**src/rtl/pwr_state_pkg.sv**
```systemverilog
package pwr_state_pkg;

  typedef enum logic [2:0] {
    PS_NORMAL    = 3'd0,
    PS_AUTOHALT  = 3'd1,
    PS_STOPGRANT = 3'd2,
    PS_SNOOP     = 3'd3,
    PS_SLEEP     = 3'd4
  } pwrState_e;

  // strobes from the control FSM to the event datapath
  typedef struct packed {
    logic captureEn;  // latch SMI/INIT/LINT into pending
    logic releaseEn;  // service live + pending events
    logic flushEn;    // FLUSH may be serviced
    logic clearPend;  // functional reset wipes pending
    logic gateZone;   // state where clocks may be stopped
  } ctrlStrobe_t;

endpackage

```
**src/rtl/pwr_state_ctrl.sv**
```systemverilog
module pwr_state_ctrl
  import pwr_state_pkg::*;
#(
  parameter int SNOOP_CYCLES = 3
) (
  input  logic        clk,
  input  logic        rstN,
  input  logic        haltExec,
  input  logic        stopReq,
  input  logic        sleepReq,
  input  logic        snoopHit,
  input  logic        initReq,
  input  logic        wakeLive,
  input  logic        pendAny,
  output pwrState_e   state,
  output ctrlStrobe_t ctrl,
  output logic        initDone
);

  localparam int CNT_W = (SNOOP_CYCLES > 1) ? $clog2(SNOOP_CYCLES) : 1;
  localparam logic [CNT_W-1:0] CNT_LAST = CNT_W'(SNOOP_CYCLES - 1);

  pwrState_e        nextState;
  logic             returnHalt, nextReturnHalt;
  logic             wakeHalt;
  logic [CNT_W-1:0] snoopCnt;
  logic             initZone;

  assign initZone = (state == PS_NORMAL) || (state == PS_AUTOHALT) ||
                    (state == PS_STOPGRANT);

  always_comb begin
    nextState      = state;
    nextReturnHalt = returnHalt;
    wakeHalt       = 1'b0;
    case (state)
      PS_NORMAL: begin
        if (!initReq) begin
          if (stopReq) begin
            nextState      = PS_STOPGRANT;
            nextReturnHalt = 1'b0;
          end else if (haltExec) begin
            nextState = PS_AUTOHALT;
          end
        end
      end
      PS_AUTOHALT: begin
        if (initReq) begin
          nextState = PS_NORMAL;
        end else if (wakeLive || pendAny) begin
          nextState = PS_NORMAL;
          wakeHalt  = 1'b1;
        end else if (stopReq) begin
          nextState      = PS_STOPGRANT;
          nextReturnHalt = 1'b1;
        end
      end
      PS_STOPGRANT: begin
        if (!stopReq)      nextState = returnHalt ? PS_AUTOHALT : PS_NORMAL;
        else if (sleepReq) nextState = PS_SLEEP;
        else if (snoopHit) nextState = PS_SNOOP;
      end
      PS_SNOOP: begin
        if (snoopCnt == CNT_LAST) nextState = PS_STOPGRANT;
      end
      PS_SLEEP: begin
        if (!sleepReq) nextState = PS_STOPGRANT;
      end
      default: nextState = PS_NORMAL;
    endcase
  end

  always_comb begin
    ctrl.captureEn = (state == PS_STOPGRANT) && !initReq;
    ctrl.releaseEn = !initReq && ((state == PS_NORMAL) || wakeHalt);
    ctrl.flushEn   = !initReq && ((state == PS_NORMAL) || (state == PS_AUTOHALT));
    ctrl.clearPend = initReq && initZone;
    ctrl.gateZone  = (state == PS_STOPGRANT) || (state == PS_SLEEP);
  end

  always_ff @(posedge clk or negedge rstN) begin
    if (!rstN) begin
      state      <= PS_NORMAL;
      returnHalt <= 1'b0;
      snoopCnt   <= '0;
      initDone   <= 1'b0;
    end else begin
      state      <= nextState;
      returnHalt <= nextReturnHalt;
      snoopCnt   <= (state == PS_SNOOP) ? snoopCnt + 1'b1 : '0;
      initDone   <= initReq && initZone;
    end
  end

  // halt in Normal leads to AutoHALT
  a_r2_halt_entry: assert property (@(posedge clk) disable iff (!rstN)
    (state == PS_NORMAL && haltExec && !stopReq && !initReq) |=> (state == PS_AUTOHALT));

  // Stop-Grant holds while stop is held and nothing else arrives
  a_r5_stop_hold: assert property (@(posedge clk) disable iff (!rstN)
    (state == PS_STOPGRANT && stopReq && !sleepReq && !snoopHit) |=> (state == PS_STOPGRANT));

  // functional reset keeps Stop-Grant
  a_r8_init_stays: assert property (@(posedge clk) disable iff (!rstN)
    (state == PS_STOPGRANT && stopReq && initReq && !sleepReq && !snoopHit)
      |=> (state == PS_STOPGRANT && initDone));

  // Sleep leaves only to Stop-Grant
  a_r9_sleep_exit: assert property (@(posedge clk) disable iff (!rstN)
    (state == PS_SLEEP && !sleepReq) |=> (state == PS_STOPGRANT));

  // Snoop is never entered from outside Stop-Grant
  a_r9_snoop_origin: assert property (@(posedge clk) disable iff (!rstN)
    $rose(state == PS_SNOOP) |-> ($past(state) == PS_STOPGRANT));

endmodule

```
**src/rtl/pwr_state_dp.sv**
```systemverilog
module pwr_state_dp
  import pwr_state_pkg::*;
#(
  parameter int LINT_W = 2
) (
  input  logic              clk,
  input  logic              rstN,
  input  ctrlStrobe_t       ctrl,
  input  logic              smiReq,
  input  logic              intrInitReq,
  input  logic              binitReq,
  input  logic              flushReq,
  input  logic [LINT_W-1:0] lintReq,
  input  logic              cfgWe,
  input  logic              cfgStopClk,
  output logic              pendAny,
  output logic              clkGateEn,
  output logic              svcSmi,
  output logic              svcInit,
  output logic              svcBinit,
  output logic              svcFlush,
  output logic [LINT_W-1:0] svcLint
);

  logic              pendSmi, pendInit;
  logic [LINT_W-1:0] pendLint;
  logic              stopClkBit;

  // single-kind pending latch with strobe; shared by SMI, INIT and each LINT bit
  function automatic logic nextPend(input logic cur, input logic req, input ctrlStrobe_t c);
    if (c.clearPend)      return 1'b0;
    else if (c.captureEn) return cur | req;
    else if (c.releaseEn) return 1'b0;
    else                  return cur;
  endfunction

  always_ff @(posedge clk or negedge rstN) begin
    if (!rstN) begin
      pendSmi  <= 1'b0;
      pendInit <= 1'b0;
      svcSmi   <= 1'b0;
      svcInit  <= 1'b0;
      svcBinit <= 1'b0;
      svcFlush <= 1'b0;
    end else begin
      pendSmi  <= nextPend(pendSmi, smiReq, ctrl);
      pendInit <= nextPend(pendInit, intrInitReq, ctrl);
      svcSmi   <= ctrl.releaseEn && (smiReq || pendSmi);
      svcInit  <= ctrl.releaseEn && (intrInitReq || pendInit);
      svcBinit <= ctrl.releaseEn && binitReq;
      svcFlush <= ctrl.flushEn && flushReq;
    end
  end

  for (genvar i = 0; i < LINT_W; i++) begin : g_lint
    always_ff @(posedge clk or negedge rstN) begin
      if (!rstN) begin
        pendLint[i] <= 1'b0;
        svcLint[i]  <= 1'b0;
      end else begin
        pendLint[i] <= nextPend(pendLint[i], lintReq[i], ctrl);
        svcLint[i]  <= ctrl.releaseEn && (lintReq[i] || pendLint[i]);
      end
    end
  end

  always_ff @(posedge clk or negedge rstN) begin
    if (!rstN)      stopClkBit <= 1'b1;
    else if (cfgWe) stopClkBit <= cfgStopClk;
  end

  assign pendAny   = pendSmi || pendInit || (|pendLint);
  assign clkGateEn = !(ctrl.gateZone && stopClkBit);

  // nothing from BINIT or FLUSH survives a capture cycle
  a_r6_no_binit_flush: assert property (@(posedge clk) disable iff (!rstN)
    ctrl.captureEn |=> (!svcBinit && !svcFlush));

  // a held pending flag produces no strobe until released
  a_r7_pend_quiet: assert property (@(posedge clk) disable iff (!rstN)
    (ctrl.captureEn && !ctrl.releaseEn) |=> !svcSmi && !svcInit && (svcLint == '0));

  // functional reset empties the pending latches
  a_r11_pend_clear: assert property (@(posedge clk) disable iff (!rstN)
    ctrl.clearPend |=> !pendAny);

endmodule

```
**src/rtl/pwr_state_ctl.sv**
```systemverilog
module pwr_state_ctl
  import pwr_state_pkg::*;
#(
  parameter int SNOOP_CYCLES = 3,
  parameter int LINT_W       = 2
) (
  input  logic              clk,
  input  logic              rstN,
  input  logic              haltExec,
  input  logic              stopReq,
  input  logic              sleepReq,
  input  logic              snoopHit,
  input  logic              initReq,
  input  logic              smiReq,
  input  logic              intrInitReq,
  input  logic              binitReq,
  input  logic              flushReq,
  input  logic [LINT_W-1:0] lintReq,
  input  logic              cfgWe,
  input  logic              cfgStopClk,
  output logic [2:0]        pwrState,
  output logic              clkGateEn,
  output logic              svcSmi,
  output logic              svcInit,
  output logic              svcBinit,
  output logic              svcFlush,
  output logic [LINT_W-1:0] svcLint,
  output logic              initDone
);

  pwrState_e   state;
  ctrlStrobe_t ctrl;
  logic        pendAny;
  logic        wakeLive;

  assign wakeLive = smiReq || intrInitReq || binitReq || (|lintReq);

  pwr_state_ctrl #(.SNOOP_CYCLES(SNOOP_CYCLES)) u_ctrl (
    .clk(clk), .rstN(rstN), .haltExec(haltExec), .stopReq(stopReq),
    .sleepReq(sleepReq), .snoopHit(snoopHit), .initReq(initReq),
    .wakeLive(wakeLive), .pendAny(pendAny), .state(state), .ctrl(ctrl),
    .initDone(initDone)
  );

  pwr_state_dp #(.LINT_W(LINT_W)) u_dp (
    .clk(clk), .rstN(rstN), .ctrl(ctrl), .smiReq(smiReq),
    .intrInitReq(intrInitReq), .binitReq(binitReq), .flushReq(flushReq),
    .lintReq(lintReq), .cfgWe(cfgWe), .cfgStopClk(cfgStopClk),
    .pendAny(pendAny), .clkGateEn(clkGateEn), .svcSmi(svcSmi),
    .svcInit(svcInit), .svcBinit(svcBinit), .svcFlush(svcFlush),
    .svcLint(svcLint)
  );

  assign pwrState = state;

  // an initialization pulse never coincides with a service strobe
  a_r11_quiet_init: assert property (@(posedge clk) disable iff (!rstN)
    initDone |-> !(svcSmi || svcInit || svcBinit || svcFlush || (|svcLint)));

  // clocks always run during snoop service
  a_r10_snoop_clock: assert property (@(posedge clk) disable iff (!rstN)
    (pwrState == 3'd3) |-> clkGateEn);

endmodule

```
**config.mk**
```make
export PLATFORM = sky130hd
export DESIGN_NAME = pwr_state_ctl
export DESIGN_NICKNAME = d
export VERILOG_FILES = /design/src/rtl/pwr_state_pkg.sv /design/src/rtl/pwr_state_ctrl.sv /design/src/rtl/pwr_state_dp.sv /design/src/rtl/pwr_state_ctl.sv
export SDC_FILE = /design/constraint.sdc
export NUM_CORES = 1
export LEC_CHECK = 0
export BUFFER_PORTS_ARGS = -buffer_cell sky130_fd_sc_hd__buf_2
export CORE_MARGIN = 1
export CORE_UTILIZATION = 44
export DETAILED_ROUTE_END_ITERATION = 10
export PLACE_DENSITY = 0.76
export SYNTH_ARGS = -nofsm -noshare
export SYNTH_HDL_FRONTEND = slang
export SYNTH_SLANG_ARGS = --single-unit
```
**constraint.sdc**
```tcl
create_clock -name clk -period 1.6 [get_ports clk]
set_input_delay 0.16 -clock clk [delete_from_list [all_inputs] [get_ports clk]]
set_output_delay 0.16 -clock clk [all_outputs]
set_load 0.1 [all_outputs]
```
==> results of run 1 <==
cells by family after synthesis:
| family | after synthesis | synth area share [%] |
|---|---|---|
| and+or+nand+nor | 37 | 22.5 |
| AOI/OAI and AO/OA | 18 | 13.8 |
| DFF | 18 | 53.0 |
| buffers and inverters | 9 | 6.17 |
| muxes | 2 | 3.08 |
| adders and majority gates | 1 | 1.47 |
layer usage:
metal | up-vias | track usage [%]
met1 | 357 | 23.7
met4 | 0 | 11.2
li1 | 368 | -
met3 | 4 | 4.76
met5 | - | 0
met2 | 33 | 33.0
layout make-up:
| class | instances | area [sq um] | share of cell area [%] |
|---|---|---|---|
| inverter | 5 | 21.3 | 1.88 |
| timing repair buffer | 35 | 221 | 19.6 |
| multi-input combinational | 58 | 358 | 31.6 |
| clock buffer | 4 | 36.3 | 3.21 |
| tap | 25 | 31.3 | 2.77 |
| sequential | 18 | 463 | 40.9 |
per-stage QoR:
step / util [%] / instance area (sq um) / setup TNS, ps
floorplan: - / 875 / -1160
finish: 64.1 / 1130 / -97.2
detailed placement: 59.3 / 1050 / 0
global route: 64.1 / 1130 / -262
global placement: 59.3 / 1050 / 0
CTS: 64.1 / 1130 / -99.7
what timing repair did:
action / CTS / global route
hold buffers: 1 / 0
buffers inserted: 4 / 0
pin swaps: 2 / 1
setup endpoints to repair: 2 / 3
gates resized for setup: 3 / 0
hold endpoints to repair: 17 / 0
final timing paths:
path,to,startpoint,slack [ps],depth (start not counted)
setup reg to reg,u_ctrl.state[0],u_ctrl.state[1],-50,5
hold / removal,u_dp.svcFlush,flushReq,80,2
hold reg to reg,u_ctrl.snoopCnt[0],u_ctrl.snoopCnt[0],430,1
max in group asynchronous,u_dp.stopClkBit,rstN,990,2
setup / recovery,clkGateEn,u_ctrl.state[2],-50,3
min in group asynchronous,u_ctrl.returnHalt,rstN,300,2
power by group:
| group | total, mW | internal [mW] | switching [mW] |
|---|---|---|---|
| combinational | 1.35 | 0.419 | 0.935 |
| clock | 0.279 | 0.139 | 0.140 |
| sequential | 0.655 | 0.580 | 0.0755 |
registers in the layout, indices dropped and copies added, names as in the netlist, 2 cells and up:
signal / cells
u_ctrl.snoopCnt: 2
u_ctrl.state: 3
u_dp.pendLint: 2
u_dp.svcLint: 2
worst max-delay path, stage by stage, from the launching register on:
cell      delay, ps
dfrtp_4         550
nor2b_4         150
o211ai_1        280
buf_12          220
layout by cell type, fill, tap and decap left out, types with 2 or more instances in the layout:
master and n:
nor4b_1 2, clkbuf_4 3, inv_1 4, buf_2 24, nor2_1 18, a21oi_1 8
nor3_1 4, dfrtp_4 3, buf_4 8, dfrtp_1 14, and2_1 2, nand3_1 2
==> flow_metrics.py, run 1 <==
metrics = {
    "synthesis": {
        "synthFlopType": "dfrtp_1",
        "seq_area_frac_synth_pct": 53.0,
        "synth_common_cells": "19 x nor2_1, 17 x dfrtp_1, 8 x a21oi_1",
        "synth_top_area_share_pct": 49.9,
        "yosysUniqueCellTypes": 32,
        "synth_area_leaders": "dfrtp_1 50%, nor2_1 8.4%, a21oi_1 4.7%",
        "yosys.area.top_type": "dfrtp_1",
        "syn_area_sq_um": 852,
        "synth.most_common_cell": "nor2_1",
        "syn_nets": 101,
        "postSynthCellCount": 85,
        "yosys_register_bits": 18,
        "yosysWarnings": 0,
        "async_flop_share_pct": 100,
        "synth_edf_count": 0,
        "syn_area_per_cell_sq_um": 10.0,
    },
    "clocking": {
        "clkTransAtPathRegs_ps": 100,
        "cts_root_buf": "clkbuf_4",
        "cts_buffers": 3,
        "clock_latency_ps": 300,
        "cts_tree": "built",
        "clock-sinks": 18,
        "clockBufferDepth": 2,
        "htreeDepth": 1,
    },
    "sta": {
        "rsz0062_at_grt": "true",
        "skew_ps": 1.97,
        "max_freq_mhz": 606,
        "layout_worst_path_cycle_share_pct": 103,
        "max-slew-margin-rel_pct": 67.6,
        "finalSetupViolCount": 2,
        "maxSlewViolCount": 0,
        "tightest_slew_ps": 489,
        "fin_crit_ps": 1650,
        "hold_viol": 0,
        "hold-worst-slack_ps": 77.2,
        "setup_slack_ps": -50.0,
    },
    "pwr": {
        "p_leak_nw": 0.553,
        "power_density_nw_per_um2": 2020,
        "total_power_mw": 2.29,
        "ir_drop_v": 0.00112,
    },
    "floorplanning": {
        "die_h_um": 46.0,
        "die_w_um": 46.0,
        "io-pin-count": 26,
        "core_sq_um": 1760,
        "start_util_pct": 48.3,
        "dieArea_sq_um": 2120,
        "rows": 15,
    },
    "route": {
        "wl_met3_um": 100,
        "drc": 0,
        "wl_per_cell_um": 12.6,
        "drt_iter0_drc": 19,
        "viasPerCell": 5.26,
        "wirelength_um": 1830,
        "dr_wl_met2_um": 919,
        "routed.top_layer": "met4",
        "wl_met1_um": 781,
        "ant_nets": 0,
        "firstDrtPassIters": 4,
        "num_vias": 762,
    },
    "cells_and_area": {
        "layout.cells.non_filler": 145,
        "layout-drive-gt1-share_pct": 40.8,
        "fillers": 150,
        "n_antenna_cell": 0,
        "area_delta_synth_final_pct": 32.7,
        "layout.nets": 137,
    },
    "worst_setup_path": {
        "required_ps": 1440,
        "crit_arrival_ps": 1490,
        "startpoint_type": "flop",
        "critPathKind": "reg2out",
        "worst-path-max-fanout": 11,
        "end_kind": "primary output",
    },
    "place": {
        "place.port_buffers": 25,
        "dp_slack_ps": 19.1,
        "hpwl_um": 1300,
        "dp_cells": 136,
        "place_congestion": 0.793,
    },
    "run": {
        "drv_cap": 0,
    },
    "grt": {
        "grt_pass1_wl_um": 2900,
        "gr-total-overflow": 0,
        "grt_max_degree": 19,
        "grt_antenna_before_repair": 0,
        "grt_use_total_pct": 20.0,
        "grt_pass1_vias": 695,
    },
    "hold_path": {
        "hold_class": "in2reg",
    },
    "status": {
        "status": "complete, but fails checks",
        "violations": "negative setup slack",
    },
}
Power figures use the tool's default switching activity.
==> run 2, diff against run 1 <==
--- a/config.mk
+++ b/config.mk
@@ -9,6 +9,7 @@
 export CORE_MARGIN = 1
 export CORE_UTILIZATION = 44
 export DETAILED_ROUTE_END_ITERATION = 10
+export GPL_TIMING_DRIVEN = 0
 export PLACE_DENSITY = 0.76
 export SYNTH_ARGS = -nofsm -noshare
 export SYNTH_HDL_FRONTEND = slang
==> flow_metrics.py, run 2 (synthesis gave the netlist of run 1 again) <==
metrics = {
    "sta": {
        "setup_slack_ps": 14.7,
        "max-slew-margin-rel_pct": 67.5,
        "maxSlewViolCount": 0,
        "skew_ps": 6.67,
        "hold_viol": 0,
        "finalSetupViolCount": 0,
        "rsz0062_at_grt": "true",
        "layout_worst_path_cycle_share_pct": 99.1,
        "tightest_slew_ps": 483,
        "max_freq_mhz": 631,
        "fin_crit_ps": 1590,
    },
    "pwr": {
        "total_power_mw": 2.20,
        "power_density_nw_per_um2": 1980,
        "p_leak_nw": 0.533,
        "ir_drop_v": 0.000812,
    },
    "route": {
        "viasPerCell": 5.34,
        "drc": 0,
        "num_vias": 753,
        "wirelength_um": 1840,
        "wl_per_cell_um": 13.0,
        "ant_nets": 0,
        "firstDrtPassIters": 4,
        "drt_iter0_drc": 15,
    },
    "grt": {
        "grt_max_degree": 19,
        "grt_pass1_wl_um": 2590,
        "grt_pass1_vias": 604,
        "grt_use_total_pct": 17.8,
        "gr-total-overflow": 0,
        "grt_antenna_before_repair": 0,
    },
    "clocking": {
        "cts_tree": "built",
        "clockBufferDepth": 2,
        "clock_latency_ps": 290,
        "clkTransAtPathRegs_ps": 110,
        "clock-sinks": 18,
        "htreeDepth": 1,
        "cts_buffers": 3,
        "cts_root_buf": "clkbuf_4",
    },
    "cells_and_area": {
        "largest_register": "u_ctrl.state",
        "largest_reg_flops": 3,
        "area_delta_synth_final_pct": 30.4,
        "multiInputGateArea_sq_um": 377,
        "layout.nets": 133,
        "seq_area_sq_um": 463,
        "layout_common_cells": "22 x buf_2, 18 x nor2_1, 14 x dfrtp_1",
        "fillers": 154,
        "n_antenna_cell": 0,
        "final_common_cell": "buf_2",
        "layout-drive-gt1-share_pct": 41.4,
    },
    "worst_setup_path": {
        "crit_arrival_ps": 1430,
        "worst-path-max-fanout": 8,
        "end_kind": "primary output",
        "startpoint_type": "flop",
        "rrSetupSlack_ps": 30,
        "rr_startpoint": "u_ctrl.state[1]",
        "required_ps": 1440,
        "critPathKind": "reg2out",
        "reg2reg_to": "u_ctrl.state[0]",
        "worstRegToRegCells": 4,
    },
    "floorplanning": {
        "io-pin-count": 26,
        "die_w_um": 46.0,
        "die_h_um": 46.0,
        "core_sq_um": 1760,
        "dieArea_sq_um": 2120,
        "start_util_pct": 48.3,
        "rows": 15,
    },
    "hold_path": {
        "min_path_cells": 2,
        "hold_class": "in2reg",
        "min_from": "flushReq",
        "min_to": "u_dp.svcFlush",
    },
    "place": {
        "dp_slack_ps": -38.9,
        "hpwl_um": 1240,
        "place_congestion": 0.786,
        "place.port_buffers": 24,
    },
    "status": {
        "status": "completed",
    },
    "run": {
        "drv_cap": 0,
    },
}
[run 2: changes by cell type in the layout (fill, tap and decap cells not counted), sizes merged]
| cell | change |
|---|---|
| clkbuf | +2 |
| buf | -6 |
[run 2: power by group]
group	switching, mW	leakage [nW]	total (mW)	internal (mW)
registers	0.0948	0.234	0.675	0.580
logic	0.900	0.278	1.25	0.347
clock network	0.139	0.0210	0.278	0.139
[run 2: stage by stage]
stage	instance area, sq um	cells	hold WS (ps)	setup TNS [ps]	util, %
floorplan	875	85	-136	-1160	-
global placement	1030	134	99.5	-18.1	58.2
detailed placement	1030	134	107	-38.9	58.2
CTS	1080	139	86.6	0	61.1
global route	1110	141	84.1	-53.6	63.0
finish	1110	141	89.5	0	63.0
[run 2: how the worst max path moves through the flow]
| stage | end | slack [ps] | startpoint |
|---|---|---|---|
| 6_report | clkGateEn | 10 | u_ctrl.state[1] |
| 5_1_grt | clkGateEn | -30 | u_ctrl.state[1] |
| 4_1_cts | clkGateEn | 2 | u_ctrl.state[1] |
| 3_5_place_dp | u_ctrl.state[0] | -40 | u_ctrl.state[2] |
| 3_3_place_gp | u_ctrl.state[0] | -20 | u_ctrl.state[1] |
| 2_1_floorplan | clkGateEn | -950 | u_ctrl.state[2] |
[run 2: worst max-delay path, stage by stage (launching register included)]
cell and delay [ps]:
dfrtp_4 540, buf_6 150, nor2b_4 120, o211ai_1 120, buf_6 200
[run 2: routing by layer]
layer | track usage, % | share of wire [%]
met1 | 24.3 | 45
met2 | 25.1 | 48
met3 | 3.97 | 4.6
met4 | 11.8 | 2.5
met5 | 0 | 0
[run 2: area by class of cell]
class | count | area share (%)
clock buffers | 4 | 3.27
plain buffers | 2 | 1.35
multi-input cells | 58 | 33.9
inverters | 5 | 1.69
flip-flops and latches | 18 | 41.7
well taps | 25 | 2.82
repair buffers | 29 | 15.3
[run 2: timing repair]
| action | 4_1_cts | 5_1_grt |
|---|---|---|
| endpoints found under the hold margin | 17 | 0 |
| hold buffers | 1 | 0 |
| buffers inserted | 2 | 2 |
| resized for setup | 3 | 5 |
| setup endpoints to repair | 2 | 3 |
| pin swaps | 1 | 1 |
==> run 3, diff against run 2 <==
--- a/config.mk
+++ b/config.mk
@@ -11,6 +11,7 @@
 export DETAILED_ROUTE_END_ITERATION = 10
 export GPL_TIMING_DRIVEN = 0
 export PLACE_DENSITY = 0.76
+export SETUP_SLACK_MARGIN = 0.15
 export SYNTH_ARGS = -nofsm -noshare
 export SYNTH_HDL_FRONTEND = slang
 export SYNTH_SLANG_ARGS = --single-unit
==> flow_metrics.py, run 3 (synthesis gave the netlist of run 1 again) <==
metrics = {
    "place": {
        "place.port_buffers": 24,
        "place_congestion": 0.786,
        "place_area_sq_um": 1030,
        "hpwl_um": 1240,
        "dp_slack_ps": -38.9,
        "dp_cells": 134,
    },
    "status": {
        "violations": "negative setup slack",
        "status": "complete, but fails checks",
    },
    "worst_setup_path": {
        "slowest_stage": "dfrtp_4",
        "max_stage_delay_ps": 490,
        "worstRegToRegCells": 5,
        "rr_startpoint": "u_ctrl.state[2]",
        "end_kind": "flop",
        "required_ps": 1790,
        "critPathKind": "reg2reg",
        "startpoint_type": "flop",
        "worstPathCellList": "buf_6 -> or3_4 -> nor3_4 -> nor2_2 -> mux2_4",
        "worst-path-max-fanout": 7,
        "rrSetupSlack_ps": -50,
        "reg2reg_to": "u_ctrl.state[0]",
        "crit_arrival_ps": 1840,
    },
    "grt": {
        "grt_pass1_wl_um": 2690,
        "grt_max_degree": 19,
        "gr-total-overflow": 0,
        "grt_use_total_pct": 18.5,
        "grt_antenna_before_repair": 0,
        "grt_pass1_vias": 632,
    },
    "floorplanning": {
        "dieArea_sq_um": 2120,
        "die_h_um": 46.0,
        "io-pin-count": 26,
        "die_w_um": 46.0,
        "rows": 15,
        "start_util_pct": 48.3,
        "core_sq_um": 1760,
    },
    "clocking": {
        "cts_root_buf": "clkbuf_4",
        "cts_tree": "built",
        "clkTransAtPathRegs_ps": 100,
        "cts_buffers": 3,
        "clock-sinks": 18,
        "clock_latency_ps": 290,
        "clockBufferDepth": 2,
        "htreeDepth": 1,
    },
    "hold_path": {
        "hold_class": "in2reg",
        "min_from": "flushReq",
        "min_to": "u_dp.svcFlush",
        "min_path_cells": 2,
    },
    "sta": {
        "setup_slack_ps": -49.7,
        "rsz0062_at_grt": "true",
        "maxSlewViolCount": 0,
        "max_freq_mhz": 606,
        "fin_crit_ps": 1650,
        "finalSetupViolCount": 2,
        "tightest_slew_ps": 478,
        "max-slew-margin-rel_pct": 67.9,
        "skew_ps": 5.08,
        "layout_worst_path_cycle_share_pct": 103,
        "hold_viol": 0,
        "hold-worst-slack_ps": 88.1,
    },
    "cells_and_area": {
        "post-route-cell-area_sq_um": 1160,
        "largest_register": "u_ctrl.state",
        "n_antenna_cell": 0,
        "final_common_cell": "buf_2",
        "largest_reg_flops": 3,
        "layout.nets": 136,
        "layout_common_cells": "23 x buf_2, 17 x nor2_1, 14 x dfrtp_1",
        "layout-drive-gt1-share_pct": 43.7,
        "layout.cells.non_filler": 144,
        "area_delta_synth_final_pct": 36.6,
    },
    "run": {
        "drv_cap": 0,
    },
    "pwr": {
        "p_leak_nw": 0.563,
        "ir_drop_v": 0.000846,
        "power_density_nw_per_um2": 2000,
    },
    "route": {
        "num_vias": 756,
        "firstDrtPassIters": 4,
        "drc": 0,
        "wl_per_cell_um": 13.2,
        "viasPerCell": 5.25,
        "drt_iter0_drc": 30,
        "wirelength_um": 1910,
        "ant_nets": 0,
    },
}
[run 3: cell types whose count changed in the layout (fill, tap and decap cells not counted)]
cell      previous run  this run
nor4b_2              2         1
nor3_1               4         3
buf_4                4         6
inv_4                0         1
inv_2                1         0
nor2_2               1         2
clkbuf_2             1         0
nor4b_1              0         1
nor3_4               0         1
clkbuf_4             4         3
buf_2               22        23
buf_8                0         1
buf_12               0         1
nor2_1              18        17
[run 3: worst max path at each step]
stage	slack [ps]	end	depth (start not counted)	startpoint
6_report	-50	u_ctrl.state[0]	5	u_ctrl.state[2]
5_1_grt	-90	clkGateEn	5	u_ctrl.state[1]
4_1_cts	-50	clkGateEn	4	u_ctrl.state[2]
3_5_place_dp	-40	u_ctrl.state[0]	6	u_ctrl.state[2]
3_3_place_gp	-20	u_ctrl.state[0]	5	u_ctrl.state[1]
2_1_floorplan	-950	clkGateEn	3	u_ctrl.state[2]
[run 3: final cells by class]
type | count | area, sq um
plain buffers | 4 | 41.3
fillers | 148 | 601
flip-flops and latches | 18 | 463
clock buffers | 4 | 36.3
repair buffers | 30 | 186
well taps | 25 | 31.3
inverters | 5 | 21.3
multi-input cells | 58 | 384
[run 3: what timing repair did]
action,in CTS,in global routing
setup endpoints to repair,8,8
setup buffers,4,1
resized for setup,6,4
pin swaps,1,1
hold buffers,1,0
endpoints found under the hold margin,17,0
cloned,0,0
[run 3: worst max-delay path, delay by kind of cell (launching register included)]
kind                   cells  cell delay (ps)
buffers and inverters      1              140
DFF                        1              490
muxes                      1              290
and+or+nand+nor            3              620
[run 3: per-stage QoR]
step | TNS [ps] | utilization (%) | total power [mW]
after floorplan | -1160 | - | 1.66
after global placement | -18.1 | 58.2 | 1.84
after detailed placement | -38.9 | 58.2 | 1.86
after CTS | -101 | 64.3 | 2.27
after global routing | -317 | 66.0 | 2.44
final | -94.8 | 66.0 | 2.33
[run 3: metal layers]
metal	share of wire (%)	GRT usage, %	vias up
li1	-	-	362
met5	0	0	-
met2	50	25.6	28
met1	44	25.5	362
met4	1.9	12.4	0
met3	4.4	3.97	4
[run 3: power by group]
group | internal [mW] | switching (mW)
registers | 0.579 | 0.0652
logic | 0.437 | 0.970
clock network | 0.139 | 0.140
